==> src/rtl/rtc_pkg.sv <==
package rtc_pkg;

    typedef struct packed {
        logic [7:0] wday;
        logic [7:0] year;
        logic [7:0] month;
        logic [7:0] mday;
        logic [7:0] hour;
        logic [7:0] minute;
        logic [7:0] sec;
    } rtc_time_t;

    localparam rtc_time_t TIME_RST = '{wday: 8'h00, year: 8'h00, month: 8'h01,
                                       mday: 8'h01, hour: 8'h00, minute: 8'h00,
                                       sec: 8'h00};

    typedef enum logic [1:0] {
        RUN_STOPPED,
        RUN_STARTING,
        RUN_ACTIVE
    } run_state_t;

    typedef enum logic [1:0] {
        ALM_IDLE,
        ALM_FLAGGED,
        ALM_SPENT
    } alm_state_t;

    // Increment a two-digit BCD byte
    function automatic logic [7:0] bcd_inc(input logic [7:0] v);
        logic [7:0] r;
        if (v[3:0] >= 4'd9) r = {v[7:4] + 4'd1, 4'd0};
        else                r = {v[7:4], v[3:0] + 4'd1};
        return r;
    endfunction

    // Leap test for a BCD year 00..99 (divisible by four)
    function automatic logic bcd_leap(input logic [7:0] y);
        logic r;
        if (y[4]) r = (y[3:0] == 4'd2) || (y[3:0] == 4'd6);
        else      r = (y[3:0] == 4'd0) || (y[3:0] == 4'd4) || (y[3:0] == 4'd8);
        return r;
    endfunction

    // Last day of a month, BCD
    function automatic logic [7:0] bcd_last_day(input logic [7:0] m, input logic [7:0] y);
        logic [7:0] r;
        case (m)
            8'h02:                      r = bcd_leap(y) ? 8'h29 : 8'h28;
            8'h04, 8'h06, 8'h09, 8'h11: r = 8'h30;
            default:                    r = 8'h31;
        endcase
        return r;
    endfunction

endpackage

==> src/rtl/rtc_run_ctrl.sv <==
module rtc_run_ctrl
    import rtc_pkg::*;
(
    input  logic clk,
    input  logic rst_n,
    input  logic run_req,
    input  logic tick,
    output logic running
);
    run_state_t state_q, state_d;

    always_ff @(posedge clk or negedge rst_n) begin
        if (!rst_n) state_q <= RUN_STOPPED;
        else        state_q <= state_d;
    end

    always_comb begin
        state_d = state_q;
        unique case (state_q)
            RUN_STOPPED:  if (run_req) state_d = RUN_STARTING;
            RUN_STARTING: begin
                if (!run_req)  state_d = RUN_STOPPED;
                else if (tick) state_d = RUN_ACTIVE;
            end
            RUN_ACTIVE:   if (!run_req) state_d = RUN_STOPPED;
            default:      state_d = RUN_STOPPED;
        endcase
    end

    always_comb begin
        running = (state_q == RUN_ACTIVE);
    end
endmodule

==> src/rtl/rtc_subsec.sv <==
module rtc_subsec #(
    parameter int TICKS_PER_SEC = 32768
) (
    input  logic        clk,
    input  logic        rst_n,
    input  logic        count_en,
    input  logic        tick,
    input  logic        clear,
    input  logic        comp_apply,
    input  logic [15:0] comp,
    output logic        sec_step
);
    localparam int NATIVE_W = $clog2(TICKS_PER_SEC) + 2;
    localparam int CW       = (NATIVE_W > 17) ? NATIVE_W : 17;
    localparam logic signed [CW-1:0] TERM = CW'(TICKS_PER_SEC - 1);
    localparam logic signed [CW-1:0] ONE  = CW'(1);

    logic signed [CW-1:0] cnt_q;
    logic signed [CW-1:0] comp_ext;
    logic signed [CW-1:0] load_val;

    assign comp_ext = {{(CW-16){comp[15]}}, comp};
    assign load_val = (comp_ext > TERM) ? TERM : comp_ext;
    assign sec_step = count_en && tick && (cnt_q >= TERM);

    always_ff @(posedge clk or negedge rst_n) begin
        if (!rst_n) begin
            cnt_q <= '0;
        end else if (clear) begin
            cnt_q <= '0;
        end else if (sec_step) begin
            cnt_q <= comp_apply ? load_val : '0;
        end else if (count_en && tick) begin
            cnt_q <= cnt_q + ONE;
        end
    end
endmodule

==> src/rtl/rtc_date_counter.sv <==
module rtc_date_counter
    import rtc_pkg::*;
(
    input  logic      clk,
    input  logic      rst_n,
    input  logic      sec_step,
    input  logic      wr_en,
    input  logic [2:0] wr_idx,
    input  logic [7:0] wr_data,
    output rtc_time_t now
);
    rtc_time_t cur_q, nxt;

    always_comb begin
        nxt = cur_q;
        if (sec_step) begin
            if (cur_q.sec >= 8'h59) begin
                nxt.sec = 8'h00;
                if (cur_q.minute >= 8'h59) begin
                    nxt.minute = 8'h00;
                    if (cur_q.hour >= 8'h23) begin
                        nxt.hour = 8'h00;
                        nxt.wday = (cur_q.wday >= 8'h06) ? 8'h00 : bcd_inc(cur_q.wday);
                        if (cur_q.mday >= bcd_last_day(cur_q.month, cur_q.year)) begin
                            nxt.mday = 8'h01;
                            if (cur_q.month >= 8'h12) begin
                                nxt.month = 8'h01;
                                nxt.year  = (cur_q.year >= 8'h99) ? 8'h00 : bcd_inc(cur_q.year);
                            end else begin
                                nxt.month = bcd_inc(cur_q.month);
                            end
                        end else begin
                            nxt.mday = bcd_inc(cur_q.mday);
                        end
                    end else begin
                        nxt.hour = bcd_inc(cur_q.hour);
                    end
                end else begin
                    nxt.minute = bcd_inc(cur_q.minute);
                end
            end else begin
                nxt.sec = bcd_inc(cur_q.sec);
            end
        end
        if (wr_en) begin
            case (wr_idx)
                3'd0:    nxt.sec    = wr_data;
                3'd1:    nxt.minute = wr_data;
                3'd2:    nxt.hour   = wr_data;
                3'd3:    nxt.mday   = wr_data;
                3'd4:    nxt.month  = wr_data;
                3'd5:    nxt.year   = wr_data;
                3'd6:    nxt.wday   = wr_data;
                default: ;
            endcase
        end
    end

    always_ff @(posedge clk or negedge rst_n) begin
        if (!rst_n) cur_q <= TIME_RST;
        else        cur_q <= nxt;
    end

    assign now = cur_q;
endmodule

==> src/rtl/rtc_alarm_unit.sv <==
module rtc_alarm_unit
    import rtc_pkg::*;
(
    input  logic        clk,
    input  logic        rst_n,
    input  logic [47:0] now_fields,
    input  logic [47:0] alarm_fields,
    input  logic        clr,
    output logic        flag
);
    alm_state_t state_q, state_d;
    logic match;

    assign match = (now_fields == alarm_fields);

    always_ff @(posedge clk or negedge rst_n) begin
        if (!rst_n) state_q <= ALM_IDLE;
        else        state_q <= state_d;
    end

    always_comb begin
        state_d = state_q;
        unique case (state_q)
            ALM_IDLE:    if (match) state_d = ALM_FLAGGED;
            ALM_FLAGGED: if (clr)   state_d = match ? ALM_SPENT : ALM_IDLE;
            ALM_SPENT:   if (!match) state_d = ALM_IDLE;
            default:     state_d = ALM_IDLE;
        endcase
    end

    always_comb begin
        flag = (state_q == ALM_FLAGGED);
    end
endmodule

==> src/rtl/rtc_calendar_core.sv <==
module rtc_calendar_core
    import rtc_pkg::*;
#(
    parameter int TICKS_PER_SEC = 32768,
    parameter int ADDR_W        = 5
) (
    input  logic              clk,
    input  logic              rst_n,
    input  logic              tick,
    input  logic              reg_wr,
    input  logic [ADDR_W-1:0] reg_addr,
    input  logic [7:0]        reg_wdata,
    output logic [7:0]        reg_rdata,
    output logic              alarm_irq
);
    localparam int TIME_FIELDS = 7;
    localparam int ALM_FIELDS  = 6;
    localparam int BW          = 8;
    localparam logic [ADDR_W-1:0] A_ALARM   = ADDR_W'(8);
    localparam logic [ADDR_W-1:0] A_CTRL    = ADDR_W'(16);
    localparam logic [ADDR_W-1:0] A_STAT    = ADDR_W'(17);
    localparam logic [ADDR_W-1:0] A_COMP_LO = ADDR_W'(18);
    localparam logic [ADDR_W-1:0] A_COMP_HI = ADDR_W'(19);

    // control state
    logic ctrl_run, ctl_cap, ctl_auto, ctl_ie;
    logic [7:0]  comp_stage;
    logic [15:0] comp_q;

    // datapath
    rtc_time_t now, shadow;
    logic [BW*TIME_FIELDS-1:0] now_flat, shadow_flat;
    logic [BW*ALM_FIELDS-1:0]  alm_flat;
    logic [BW-1:0]             alm_q [ALM_FIELDS];

    logic wr_time, capture, alarm_clr, sec_step, comp_apply, running, alarm_flag;

    assign now_flat    = now;
    assign shadow_flat = shadow;

    assign wr_time    = reg_wr && (reg_addr < ADDR_W'(TIME_FIELDS));
    assign capture    = reg_wr && (reg_addr == A_CTRL) && reg_wdata[1] && !ctl_cap;
    assign alarm_clr  = reg_wr && (reg_addr == A_STAT) && reg_wdata[1];
    assign comp_apply = ctl_auto && (now.sec == 8'h00) && (now.minute == 8'h00);

    always_ff @(posedge clk or negedge rst_n) begin
        if (!rst_n) begin
            ctrl_run <= 1'b0;
            ctl_cap  <= 1'b0;
            ctl_auto <= 1'b0;
            ctl_ie   <= 1'b0;
        end else if (reg_wr && reg_addr == A_CTRL) begin
            ctrl_run <= reg_wdata[0];
            ctl_cap  <= reg_wdata[1];
            ctl_auto <= reg_wdata[2];
            ctl_ie   <= reg_wdata[3];
        end
    end

    always_ff @(posedge clk or negedge rst_n) begin
        if (!rst_n) begin
            comp_stage <= '0;
            comp_q     <= '0;
        end else if (reg_wr && reg_addr == A_COMP_LO) begin
            comp_stage <= reg_wdata;
        end else if (reg_wr && reg_addr == A_COMP_HI) begin
            comp_q <= {reg_wdata, comp_stage};
        end
    end

    always_ff @(posedge clk or negedge rst_n) begin
        if (!rst_n)       shadow <= TIME_RST;
        else if (capture) shadow <= now;
    end

    generate
        for (genvar g = 0; g < ALM_FIELDS; g++) begin : g_alm
            always_ff @(posedge clk or negedge rst_n) begin
                if (!rst_n)
                    alm_q[g] <= '0;
                else if (reg_wr && reg_addr == A_ALARM + ADDR_W'(g))
                    alm_q[g] <= reg_wdata;
            end
            assign alm_flat[g*BW +: BW] = alm_q[g];
        end
    endgenerate

    rtc_run_ctrl u_run (
        .clk     (clk),
        .rst_n   (rst_n),
        .run_req (ctrl_run),
        .tick    (tick),
        .running (running)
    );

    rtc_subsec #(.TICKS_PER_SEC(TICKS_PER_SEC)) u_sub (
        .clk        (clk),
        .rst_n      (rst_n),
        .count_en   (ctrl_run),
        .tick       (tick),
        .clear      (wr_time),
        .comp_apply (comp_apply),
        .comp       (comp_q),
        .sec_step   (sec_step)
    );

    rtc_date_counter u_cal (
        .clk      (clk),
        .rst_n    (rst_n),
        .sec_step (sec_step),
        .wr_en    (wr_time),
        .wr_idx   (reg_addr[2:0]),
        .wr_data  (reg_wdata),
        .now      (now)
    );

    rtc_alarm_unit u_alm (
        .clk          (clk),
        .rst_n        (rst_n),
        .now_fields   (now_flat[BW*ALM_FIELDS-1:0]),
        .alarm_fields (alm_flat),
        .clr          (alarm_clr),
        .flag         (alarm_flag)
    );

    assign alarm_irq = alarm_flag && ctl_ie;

    always_comb begin
        reg_rdata = '0;
        for (int f = 0; f < TIME_FIELDS; f++) begin
            if (reg_addr == ADDR_W'(f)) reg_rdata = shadow_flat[f*BW +: BW];
        end
        for (int f = 0; f < ALM_FIELDS; f++) begin
            if (reg_addr == A_ALARM + ADDR_W'(f)) reg_rdata = alm_q[f];
        end
        if (reg_addr == A_CTRL)    reg_rdata = {4'b0, ctl_ie, ctl_auto, ctl_cap, ctrl_run};
        if (reg_addr == A_STAT)    reg_rdata = {6'b0, alarm_flag, running};
        if (reg_addr == A_COMP_LO) reg_rdata = comp_q[7:0];
        if (reg_addr == A_COMP_HI) reg_rdata = comp_q[15:8];
    end
endmodule

==> config.mk <==
export PLATFORM = sky130hd
export DESIGN_NAME = rtc_calendar_core
export DESIGN_NICKNAME = d
export VERILOG_FILES = /design/src/rtl/rtc_pkg.sv /design/src/rtl/rtc_run_ctrl.sv /design/src/rtl/rtc_subsec.sv /design/src/rtl/rtc_date_counter.sv /design/src/rtl/rtc_alarm_unit.sv /design/src/rtl/rtc_calendar_core.sv
export SDC_FILE = /design/constraint.sdc
export NUM_CORES = 1
export LEC_CHECK = 0
export CORE_MARGIN = 2
export CORE_UTILIZATION = 35
export DETAILED_ROUTE_END_ITERATION = 12
export GPL_TIMING_DRIVEN = 0
export PLACE_DENSITY_LB_ADDON = 0.08
export SLEW_MARGIN = 25
export SYNTH_ARGS = -nofsm -noshare
export SYNTH_HDL_FRONTEND = slang
export SYNTH_SLANG_ARGS = --single-unit
==> constraint.sdc <==
create_clock -name clk -period 9.5 [get_ports clk]
set_clock_uncertainty 0.05 [all_clocks]
set_input_delay 0.95 -clock clk [delete_from_list [all_inputs] [get_ports clk]]
set_output_delay 0.95 -clock clk [all_outputs]
set_load 0.1 [all_outputs]
Word level (Yosys, flattened, before mapping)
Cells that the tools add are included.

Reductions and logical operators: 35. Order comparisons: 17. Bitwise operators: 1. Equal/unequal tests: 42. Mux-type cells: 72. Add/sub/neg operators: 15.

Operators by type and width (count): 2-to-1 mux 8 bit (43); 2-to-1 mux 56 bit (2); 2-to-1 mux 17 bit (5); adder 4 x 1 -> 4 bit (second input constant) (14); equality test 48 bit (1); 2-to-1 mux 48 bit (1); 2-to-1 mux 40 bit (1); 2-to-1 mux 32 bit (1); equality test 5 x 4 -> 1 bit (second input constant) (6); >= comparator 4 bit (second input constant) (7); equality test 5 bit (second input constant) (4); logical AND 1 bit (19); adder 17 x 2 -> 17 bit (second input constant) (1); >= comparator 17 x 16 -> 1 bit (second input constant) (1); equality test 8 x 3 -> 1 bit (second input constant) (2); >= comparator 8 x 7 -> 1 bit (second input constant) (2); greater-than comparator 16 bit (second input constant) (1); zero test 8 bit (2); 2-to-1 mux 16 bit (1); 2-to-1 mux 2 bit (8); case mux 8 bit (2 select lines) (1); equality test 5 x 3 -> 1 bit (second input constant) (3); case mux 2 bit (3 select lines) (2); equality test 5 x 2 -> 1 bit (second input constant) (2); 33 further kinds (52).

Logic and storage cells: 211. Output and inout bits: 9. Input port bits: 17. Flip-flop bits (word level): 209.

Logic depth before layout (Yosys ltp)
Gate-level depths: netlist of run 1.

Depth after elaboration: 23. Gate-level depth with buffers: 14.

Modules after synthesis
A second synthesis of run 1 with hierarchy kept.

Cells, all modules: 1254. Area, all modules: 12789.8 um^2.

By module, submodules not included: rtc_calendar_core (cells an instance 530, area each 6656.4 um^2, seq. area each 3305.7 um^2, instances 1); rtc_date_counter (cells an instance 470, area each 3970.1 um^2, seq. area each 1403.8 um^2, instances 1); rtc_subsec (cells an instance 160, area each 1363.8 um^2, seq. area each 425.4 um^2, instances 1); rtc_alarm_unit (cells an instance 87, area each 710.7 um^2, seq. area each 50.0 um^2, instances 1); rtc_run_ctrl (cells an instance 7, area each 88.8 um^2, seq. area each 50.0 um^2, instances 1).

Worst setup path before layout of run 1
Ideal clock, no wire load.

Kind: input to output. Start: input reg_addr[0]. End: output reg_rdata[6]. Arrival: 4.950 ns. Path buffers: 1. Cell stages on the path: 7. Slack: 3.550 ns. Required time: 8.500 ns. Cell sequence: buf_2 -> inv_1 -> a211oi_1 -> or3_1 -> a21oi_1 -> a21oi_1 -> o41ai_1.

Cells in the longest elaborated chain, start to end: 18. Elaborated cells on any way between the ends: 34. Those cells by class: 16 x eq/ne; 17 x mux; 1 x reduce/logical.

Ends and longest elaborated chain: start, declared (line rtc_calendar_core.sv:11) `input logic [ADDR_W-1:0] reg_addr,`; zero test 5 bit (line rtc_calendar_core.sv:131) `if (reg_addr == ADDR_W'(f)) reg_rdata = shadow_flat[f*BW +: BW];`; 2-to-1 mux 8 bit (7 in series) (line rtc_calendar_core.sv:131); 2-to-1 mux 8 bit (6 in series) (line rtc_calendar_core.sv:134) `if (reg_addr == A_ALARM + ADDR_W'(f)) reg_rdata = alm_q[f];`; 2-to-1 mux 8 bit (line rtc_calendar_core.sv:136) `if (reg_addr == A_CTRL) reg_rdata = {4'b0, ctl_ie, ctl_auto, ctl_cap, ctrl_run};`; 2-to-1 mux 8 bit (line rtc_calendar_core.sv:137) `if (reg_addr == A_STAT) reg_rdata = {6'b0, alarm_flag, running};`; 2-to-1 mux 8 bit (line rtc_calendar_core.sv:138) `if (reg_addr == A_COMP_LO) reg_rdata = comp_q[7:0];`; 2-to-1 mux 8 bit (*) (line rtc_calendar_core.sv:139) `if (reg_addr == A_COMP_HI) reg_rdata = comp_q[15:8];`; end, declared (line rtc_calendar_core.sv:13) `output logic [7:0] reg_rdata,`.

Every way passes the cells marked *; elsewhere a longest branch is shown, timed or not.

Worst setup path in the final report of run 1
Start: input reg_addr[1]. End: output reg_rdata[6].

Same word-level chain as after synthesis.

==> metrics.txt, run 1 <==
# TYPE chip_impl_metric gauge
chip_impl_metric{name="min_period_over_period",unit=""} 0.628
chip_impl_info{name="synth_top_family_by_area",value="compound AO/OA/AOI/OAI gates"} 1
chip_impl_metric{name="std_cell_rows",unit=""} 68
chip_impl_metric{name="fin_hold_ws",unit="ns"} 0.270
chip_impl_metric{name="yosys.cell_types.count",unit=""} 89
chip_impl_metric{name="fin_nets",unit=""} 1365
chip_impl_metric{name="yosys.area_share.xor_xnor",unit=""} 0.0402
chip_impl_info{name="clock-root-buffer",value="sky130_fd_sc_hd__clkbuf_16"} 1
chip_impl_metric{name="synth_sequential_area_ratio",unit=""} 0.429
chip_impl_metric{name="cap_violations",unit=""} 0
chip_impl_metric{name="ys_warn_count",unit=""} 0
chip_impl_metric{name="floorplan.initialDensity",unit=""} 0.354
chip_impl_metric{name="clock_tree.htree_level_count",unit=""} 1
chip_impl_metric{name="critPathRequiredTime",unit="ns"} 8.50
chip_impl_metric{name="power-per-cell-area",unit="nW/um^2"} 214
chip_impl_metric{name="cp_max_fo",unit=""} 10
chip_impl_metric{name="synth_compound_area_frac",unit=""} 0.168
chip_impl_metric{name="power.total",unit="uW"} 3000
chip_impl_metric{name="finalWirelength",unit="mm"} 46.9
chip_impl_metric{name="fp.dieH",unit="um"} 191
chip_impl_metric{name="ctsLongestPathBuffers",unit=""} 3
chip_impl_info{name="status",value="finished clean"} 1
chip_impl_metric{name="worst-slew-pin-transition",unit="ns"} 1.03
chip_impl_metric{name="timing.final.max_slew_violations",unit=""} 0
chip_impl_metric{name="finalSetupViolations",unit=""} 0
chip_impl_metric{name="place_ws",unit="ns"} 3.60
chip_impl_metric{name="timing.final.hold_violations",unit=""} 0
chip_impl_metric{name="num_antenna_cells",unit=""} 0
chip_impl_info{name="crit_path_end_kind",value="output port"} 1
chip_impl_metric{name="seq_power_share",unit=""} 0.409
chip_impl_metric{name="post-route-cell-area",unit="um^2"} 14000
chip_impl_metric{name="switching_share",unit=""} 0.342
chip_impl_metric{name="groute.usage.overall",unit=""} 0.261
chip_impl_metric{name="power_frac_comb",unit=""} 0.228
chip_impl_info{name="timing.setup.critical_path_class",value="input pin to output port"} 1
chip_impl_metric{name="grt_antenna_before_repair",unit=""} 1
chip_impl_metric{name="clock-sinks",unit=""} 209
chip_impl_info{name="hp-class",value="input pin to asynchronous set/reset pin"} 1
chip_impl_metric{name="area_delta_synth_final",unit="%"} 15.0
chip_impl_metric{name="gp_routability_congestion",unit=""} 0.982
chip_impl_metric{name="synthesis.instances",unit=""} 1244
chip_impl_metric{name="cp_data_arrival_time",unit="ns"} 4.96
chip_impl_metric{name="stdcell_count",unit=""} 1773
chip_impl_metric{name="synth-simple-area-share",unit=""} 0.163
chip_impl_metric{name="worst_skew_pair.late_latency",unit="ns"} 0.56
chip_impl_metric{name="dpl-instance-area",unit="um^2"} 13100
chip_impl_metric{name="drt_pass1_iterations",unit=""} 5
chip_impl_info{name="layout.cells.most_common_list",value="205 x sky130_fd_sc_hd__dfrtp_1, 139 x sky130_fd_sc_hd__nand2_1, 111 x sky130_fd_sc_hd__o21ai_0"} 1
chip_impl_metric{name="numPortBuffers",unit=""} 24
chip_impl_metric{name="timing.final.ws_setup",unit="ns"} 3.54
chip_impl_metric{name="clkSlewWorstSetupHoldPaths",unit="ns"} 0.06
chip_impl_info{name="grt_setup_unrepaired",value="false"} 1
chip_impl_metric{name="fin_crit",unit="ns"} 5.96
chip_impl_metric{name="drt.antenna.violating_nets",unit=""} 0
chip_impl_metric{name="vdd.ir_drop.worst",unit="mV"} 0.138
chip_impl_metric{name="avgRoutedWirePerCell",unit="um"} 26.5
chip_impl_metric{name="num_io_pins",unit=""} 26
chip_impl_metric{name="synthesis.nets",unit=""} 1309
chip_impl_metric{name="dr_wl_met2",unit="mm"} 21.3
chip_impl_metric{name="grt_max_degree",unit=""} 89
chip_impl_info{name="layout_commonest_cell",value="sky130_fd_sc_hd__dfrtp_1"} 1
chip_impl_metric{name="slew_headroom",unit=""} 0.312
chip_impl_metric{name="fmax",unit="GHz"} 0.168
chip_impl_metric{name="fraction_of_final_layout_cells_sized_beyond_drive_strength_1",unit=""} 0.159
chip_impl_metric{name="post_synth_instance_area",unit="um^2"} 12200
chip_impl_info{name="tritoncts",value="built"} 1
chip_impl_metric{name="detail_route.wirelength.met1",unit="mm"} 21.3
chip_impl_metric{name="synth_enable_flop_cells",unit=""} 0
chip_impl_metric{name="average_instance_area_after_synthesis",unit="um^2"} 9.81
chip_impl_metric{name="globalRouteOverflowTotal",unit=""} 0
chip_impl_metric{name="drc",unit=""} 0
chip_impl_metric{name="dr.first_iter.drc_count",unit=""} 950
chip_impl_metric{name="num_vias",unit=""} 10175
chip_impl_metric{name="power.switching",unit="uW"} 1020
chip_impl_metric{name="cts-buffers-inserted",unit=""} 27
chip_impl_info{name="yosys_most_used_dff",value="sky130_fd_sc_hd__dfrtp_1"} 1
chip_impl_metric{name="avgViaCountPerCell",unit=""} 5.74
chip_impl_metric{name="first_global_vias",unit=""} 9967
chip_impl_metric{name="postSynth.asyncResetShare",unit=""} 1.00
chip_impl_metric{name="ctsHoldBuffers",unit=""} 0
chip_impl_metric{name="intPower",unit="uW"} 1970
chip_impl_metric{name="synth.mux.area_fraction",unit=""} 0.108
chip_impl_metric{name="total_length_of_routed_met3_wires",unit="mm"} 2.34
chip_impl_metric{name="synthAdderAreaFrac",unit=""} 0.0492
chip_impl_metric{name="ys_ff_latch",unit=""} 209
chip_impl_metric{name="cts_setup_buffers",unit=""} 0
chip_impl_metric{name="place_inst",unit=""} 1725
chip_impl_metric{name="dieArea",unit="um^2"} 36400
chip_impl_info{name="start_kind",value="input pin"} 1
chip_impl_metric{name="grt_first_pass_wirelength",unit="mm"} 68.8
chip_impl_metric{name="leakagePower",unit="uW"} 0.00585
chip_impl_info{name="topRoutingLayerUsed",value="met4"} 1
chip_impl_metric{name="post_cts.resized_instances",unit=""} 0
chip_impl_metric{name="design.core.area",unit="um^2"} 34500
chip_impl_metric{name="die_w",unit="um"} 191
chip_impl_metric{name="power_frac_clock",unit=""} 0.364
chip_impl_metric{name="hpwlAfterDp",unit="mm"} 34.6
## kinds of logic after synthesis
family                     after synthesis
muxes                                  113
adders and majority gates               48
DFF                                    209
xor gates and xnor gates                56
and+or+nand+nor                        381
AOI/OAI and AO/OA                      318
buffers and inverters                  119
## power by group through the flow
stage	clock (uW)	combinational (uW)	sequential (uW)
after global routing	1140	747	1240
after global placement	0	670	1240
after CTS	1110	680	1220
after floorplan	0	466	1150
final	1090	683	1230
after detailed placement	0	676	1240
## layer usage
metal | track usage | vias to the layer above
li1 | - | 4624
met1 | 0.361 | 5113
met2 | 0.413 | 329
met3 | 0.0379 | 109
met4 | 0.0981 | 0
met5 | 0 | -
## flip-flops by register name (all words and copies together) (netlist names)
register / count
u_run.state_q: 2
ctl_ie: 1
comp_q: 16
ctrl_run: 1
u_cal.now: 56
shadow: 56
u_alm.state_q: 2
comp_stage: 8
u_sub.cnt_q: 17
ctl_cap: 1
ctl_auto: 1
alm_flat: 48
## final timing paths
check,slack (ns),endpoint,startpoint,depth (start not counted)
setup / recovery,3.54,reg_rdata[6],reg_addr[1],9
setup reg to reg,5.71,u_cal.now[40]$_DFF_PN0_,u_cal.now[32]$_DFF_PN1_,14
hold reg to reg,0.40,u_alm.state_q[0]$_DFFE_PN0P_,u_alm.state_q[1]$_DFFE_PN0P_,1
min in group clk,0.40,u_alm.state_q[0]$_DFFE_PN0P_,u_alm.state_q[1]$_DFFE_PN0P_,1
max in group asynchronous,8.32,shadow[32]$_DFFE_PN1P_,rst_n,2
hold / removal,0.27,u_cal.now[5]$_DFF_PN0_,rst_n,1
## metrics by stage
step / util / setup TNS, ns
6_report: 0.407 / 0
5_1_grt: 0.407 / 0
4_1_cts: 0.407 / 0
3_5_place_dp: 0.380 / 0
3_3_place_gp: 0.378 / -452.84
2_1_floorplan: - / 0
## cell type report
class	instances	area (um^2)
repair buffers	27	312
fillers	3406	20400
inverters	46	173
clock buffers	36	769
clock inverters	11	165
multi-input cells	916	6450
plain buffers	73	358
flip-flops and latches	209	5240
well taps	455	569
## worst max-delay path, cell delays in order
cell and delay, ns:
sky130_fd_sc_hd__clkdlybuf4s50_1 0.63, sky130_fd_sc_hd__buf_2 0.33, sky130_fd_sc_hd__buf_2 0.38, sky130_fd_sc_hd__clkbuf_1 0.49
sky130_fd_sc_hd__nand2_1 0.15, sky130_fd_sc_hd__a21oi_1 0.18, sky130_fd_sc_hd__a21oi_1 0.11, sky130_fd_sc_hd__o41ai_1 0.47
sky130_fd_sc_hd__clkdlybuf4s50_1 1.24
## cell usage after synthesis, types with 5 or more instances
| cell | instances | area share |
|---|---|---|
| sky130_fd_sc_hd__nand2_1 | 139 | 0.043 |
| sky130_fd_sc_hd__a21oi_1 | 56 | 0.023 |
| sky130_fd_sc_hd__nand4_1 | 18 | 0.0092 |
| sky130_fd_sc_hd__a31oi_1 | 14 | 0.0072 |
| sky130_fd_sc_hd__xnor2_1 | 55 | 0.039 |
| sky130_fd_sc_hd__or2_2 | 5 | 0.0026 |
| sky130_fd_sc_hd__o21ai_0 | 111 | 0.046 |
| sky130_fd_sc_hd__nor2_1 | 56 | 0.017 |
| sky130_fd_sc_hd__nand3_1 | 41 | 0.017 |
| sky130_fd_sc_hd__dfrtp_1 | 205 | 0.42 |
| sky130_fd_sc_hd__mux2_2 | 82 | 0.076 |
| sky130_fd_sc_hd__mux2_1 | 9 | 0.0083 |
| sky130_fd_sc_hd__ha_1 | 48 | 0.049 |
| sky130_fd_sc_hd__nand4b_1 | 5 | 0.0036 |
| sky130_fd_sc_hd__o22ai_1 | 22 | 0.011 |
| sky130_fd_sc_hd__nand2b_1 | 11 | 0.0056 |
| sky130_fd_sc_hd__o2bb2ai_1 | 5 | 0.0036 |
| sky130_fd_sc_hd__nor2b_1 | 15 | 0.0077 |
| sky130_fd_sc_hd__buf_2 | 18 | 0.0074 |
| sky130_fd_sc_hd__mux4_2 | 6 | 0.011 |
| sky130_fd_sc_hd__o31ai_1 | 8 | 0.0049 |
| sky130_fd_sc_hd__and3_1 | 8 | 0.0041 |
| sky130_fd_sc_hd__clkbuf_1 | 41 | 0.013 |
| sky130_fd_sc_hd__o211ai_1 | 13 | 0.0080 |
| sky130_fd_sc_hd__nor4_1 | 9 | 0.0046 |
| sky130_fd_sc_hd__a21o_1 | 6 | 0.0037 |
| sky130_fd_sc_hd__mux2i_1 | 16 | 0.013 |
| sky130_fd_sc_hd__inv_1 | 46 | 0.014 |
| sky130_fd_sc_hd__nor3_1 | 25 | 0.010 |
| sky130_fd_sc_hd__a41oi_1 | 6 | 0.0043 |
| sky130_fd_sc_hd__a311oi_1 | 6 | 0.0043 |
| sky130_fd_sc_hd__a211oi_1 | 11 | 0.0068 |
| sky130_fd_sc_hd__buf_6 | 6 | 0.0055 |
| sky130_fd_sc_hd__a22oi_1 | 7 | 0.0043 |
| sky130_fd_sc_hd__and2_1 | 5 | 0.0026 |
| sky130_fd_sc_hd__o21ai_1 | 5 | 0.0020 |
| sky130_fd_sc_hd__or3_1 | 6 | 0.0031 |
Power figures use the tool's default switching activity.
==> inputs of run 2 (changes only) <==
==> constraint.sdc (replaced) <==
create_clock -name clk -period 4.88 [get_ports clk]
set_clock_uncertainty 0.05 [all_clocks]
set_input_delay 0.488 -clock clk [delete_from_list [all_inputs] [get_ports clk]]
set_output_delay 0.488 -clock clk [all_outputs]
set_load 0.1 [all_outputs]
==> metrics.txt, run 2 (same netlist as run 1, synthesis figures left out) <==
# TYPE chip_impl_metric gauge
chip_impl_info{name="status",value="finished clean"} 1
chip_impl_metric{name="cap_violations",unit=""} 0
chip_impl_metric{name="gp_routability_congestion",unit=""} 0.952
chip_impl_metric{name="numPortBuffers",unit=""} 24
chip_impl_metric{name="clock-sinks",unit=""} 209
chip_impl_info{name="hp-start",value="u_alm.state_q[1]$_DFFE_PN0P_"} 1
chip_impl_metric{name="fin_nets",unit=""} 1365
chip_impl_metric{name="first_global_vias",unit=""} 10202
chip_impl_metric{name="vdd.ir_drop.worst",unit="mV"} 0.274
chip_impl_metric{name="leakagePower",unit="uW"} 0.00591
chip_impl_metric{name="ctsLongestPathBuffers",unit=""} 3
chip_impl_info{name="critPathLaunch",value="reg_addr[0]"} 1
chip_impl_info{name="capturing_point_of_the_worst_reg2reg_path",value="u_cal.now[40]$_DFF_PN0_"} 1
chip_impl_info{name="tritoncts",value="built"} 1
chip_impl_metric{name="cts-buffers-inserted",unit=""} 27
chip_impl_metric{name="fin_hold_ws",unit="ns"} 0.407
chip_impl_metric{name="hpwlAfterDp",unit="mm"} 34.8
chip_impl_metric{name="worst_skew_pair.late_latency",unit="ns"} 0.57
chip_impl_metric{name="multi_input_comb_area",unit="um^2"} 6460
chip_impl_metric{name="fmax",unit="GHz"} 0.207
chip_impl_metric{name="timing.final.hold_violations",unit=""} 0
chip_impl_metric{name="num_io_pins",unit=""} 26
chip_impl_metric{name="grt_antenna_before_repair",unit=""} 5
chip_impl_metric{name="avgViaCountPerCell",unit=""} 5.76
chip_impl_metric{name="avgRoutedWirePerCell",unit="um"} 26.8
chip_impl_metric{name="timing.final.max_slew_violations",unit=""} 0
chip_impl_metric{name="cp_max_fo",unit=""} 10
chip_impl_metric{name="ff2ff_path_depth",unit=""} 14
chip_impl_metric{name="grt_max_degree",unit=""} 76
chip_impl_metric{name="cts_setup_buffers",unit=""} 0
chip_impl_metric{name="die_w",unit="um"} 191
chip_impl_metric{name="cp_data_arrival_time",unit="ns"} 4.30
chip_impl_metric{name="dr.first_iter.drc_count",unit=""} 864
chip_impl_info{name="layout_commonest_cell",value="sky130_fd_sc_hd__dfrtp_1"} 1
chip_impl_metric{name="grt_first_pass_wirelength",unit="mm"} 69.8
chip_impl_metric{name="clock_tree.htree_level_count",unit=""} 1
chip_impl_info{name="clock-root-buffer",value="sky130_fd_sc_hd__clkbuf_16"} 1
chip_impl_metric{name="dieArea",unit="um^2"} 36400
chip_impl_metric{name="post-route-cell-area",unit="um^2"} 14000
chip_impl_metric{name="drt_pass1_iterations",unit=""} 5
chip_impl_info{name="worst_r2r_startpoint",value="u_cal.now[32]$_DFF_PN1_"} 1
chip_impl_metric{name="fin_crit",unit="ns"} 4.84
chip_impl_metric{name="floorplan.initialDensity",unit=""} 0.354
chip_impl_metric{name="groute.usage.overall",unit=""} 0.265
chip_impl_metric{name="fin_util",unit=""} 0.407
chip_impl_metric{name="n_fill_cell",unit=""} 3471
chip_impl_info{name="hold_path_end",value="u_alm.state_q[0]$_DFFE_PN0P_"} 1
chip_impl_metric{name="slew_headroom",unit=""} 0.262
chip_impl_info{name="hp-class",value="register to register"} 1
chip_impl_metric{name="std_cell_rows",unit=""} 68
chip_impl_metric{name="dpl-instance-area",unit="um^2"} 13100
chip_impl_metric{name="area_delta_synth_final",unit="%"} 15.0
chip_impl_info{name="layout.cells.most_common_list",value="205 x sky130_fd_sc_hd__dfrtp_1, 139 x sky130_fd_sc_hd__nand2_1, 111 x sky130_fd_sc_hd__o21ai_0"} 1
chip_impl_info{name="grt_setup_unrepaired",value="false"} 1
chip_impl_metric{name="clkSlewWorstSetupHoldPaths",unit="ns"} 0.06
chip_impl_metric{name="critPathRequiredTime",unit="ns"} 4.34
chip_impl_metric{name="finalWirelength",unit="mm"} 47.6
chip_impl_metric{name="min_path_cells",unit=""} 1
chip_impl_metric{name="power-per-cell-area",unit="nW/um^2"} 414
chip_impl_metric{name="min_period_over_period",unit=""} 0.991
chip_impl_info{name="crit_path_end_kind",value="output port"} 1
chip_impl_metric{name="fraction_of_final_layout_cells_sized_beyond_drive_strength_1",unit=""} 0.158
chip_impl_metric{name="num_vias",unit=""} 10232
chip_impl_info{name="timing.setup.critical_path_class",value="input pin to output port"} 1
chip_impl_metric{name="drc",unit=""} 0
chip_impl_metric{name="worst-slew-pin-transition",unit="ns"} 1.11
chip_impl_metric{name="register_area",unit="um^2"} 5240
chip_impl_metric{name="finalSetupViolations",unit=""} 0
chip_impl_metric{name="fp.dieH",unit="um"} 191
chip_impl_metric{name="globalRouteOverflowTotal",unit=""} 0
chip_impl_metric{name="design.core.area",unit="um^2"} 34500
chip_impl_metric{name="drt.antenna.violating_nets",unit=""} 0
chip_impl_info{name="start_kind",value="input pin"} 1
chip_impl_metric{name="setup.reg_to_reg.worst_slack",unit="ns"} 1.06
-- run 2: timing repair --
item                                    in CTS  in global routing
endpoints found under the setup margin       1                  4
resized for setup                            1                  4
endpoints found under the hold margin       73                  0
hold buffers                                 1                  0
-- run 2: per-layer routing --
metal  track usage  wire length (um)  up-vias
met1         0.360             21600     5191
met3        0.0501              2580      113
met5             0                24        -
met4         0.112              2240        4
li1              -                 -     4625
met2         0.411             21200      299
-- run 2: cell type report --
| cell class | count | area share |
|---|---|---|
| buffer | 73 | 0.0255 |
| sequential | 209 | 0.373 |
| inverter | 46 | 0.0123 |
| clock buffer | 39 | 0.0556 |
| antenna | 1 | 0.000178 |
| timing repair buffer | 27 | 0.0227 |
| clock inverter | 10 | 0.00981 |
| tap | 455 | 0.0406 |
| multi-input combinational | 916 | 0.460 |
-- run 2: report_power, final --
part | internal [uW] | switching [uW] | leakage [uW]
sequential | 2010 | 376 | 0.00271
clock | 1270 | 828 | 0.000446
combinational | 523 | 812 | 0.00275
-- run 2: worst max-delay path by stage --
stage,to,cells after the start
floorplan,reg_rdata[5],7
global placement,u_cal.now[37]$_DFF_PN0_,1
detailed placement,reg_rdata[5],9
CTS,reg_rdata[6],9
global route,reg_rdata[4],10
finish,reg_rdata[4],10
-- run 2: critical path, stage by stage --
cell	delay, ns
sky130_fd_sc_hd__clkdlybuf4s50_1	0.64
sky130_fd_sc_hd__buf_2	0.39
sky130_fd_sc_hd__buf_2	0.43
sky130_fd_sc_hd__mux2i_1	0.16
sky130_fd_sc_hd__o221ai_1	0.27
sky130_fd_sc_hd__o21ai_0	0.13
sky130_fd_sc_hd__o22ai_1	0.28
sky130_fd_sc_hd__o211ai_1	0.18
sky130_fd_sc_hd__nand3_1	0.16
sky130_fd_sc_hd__clkdlybuf4s50_1	1.14
-- run 2: stage by stage --
step / instances / setup TNS (ns) / power (uW) / worst slack, ns
3_5_place_dp: 1725 / -0.0544 / 3730 / -0.0544
2_1_floorplan: 1244 / 0 / 3150 / 0.454
6_report: 1776 / 0 / 5810 / 0.0446
5_1_grt: 1775 / 0 / 6080 / 0.0190
3_3_place_gp: 1723 / -1326.03 / 3710 / -6.42
4_1_cts: 1775 / 0 / 5830 / 0.00627
==> inputs of run 3 (changes only) <==
--- a/config.mk
+++ b/config.mk
@@ -10,6 +10,7 @@
 export DETAILED_ROUTE_END_ITERATION = 12
 export GPL_TIMING_DRIVEN = 0
 export PLACE_DENSITY_LB_ADDON = 0.08
+export SKIP_LAST_GASP = 1
 export SLEW_MARGIN = 25
 export SYNTH_ARGS = -nofsm -noshare
 export SYNTH_HDL_FRONTEND = slang
==> results of run 3 <==
The final DEF is identical to that of run 2; final timing and power are the same.
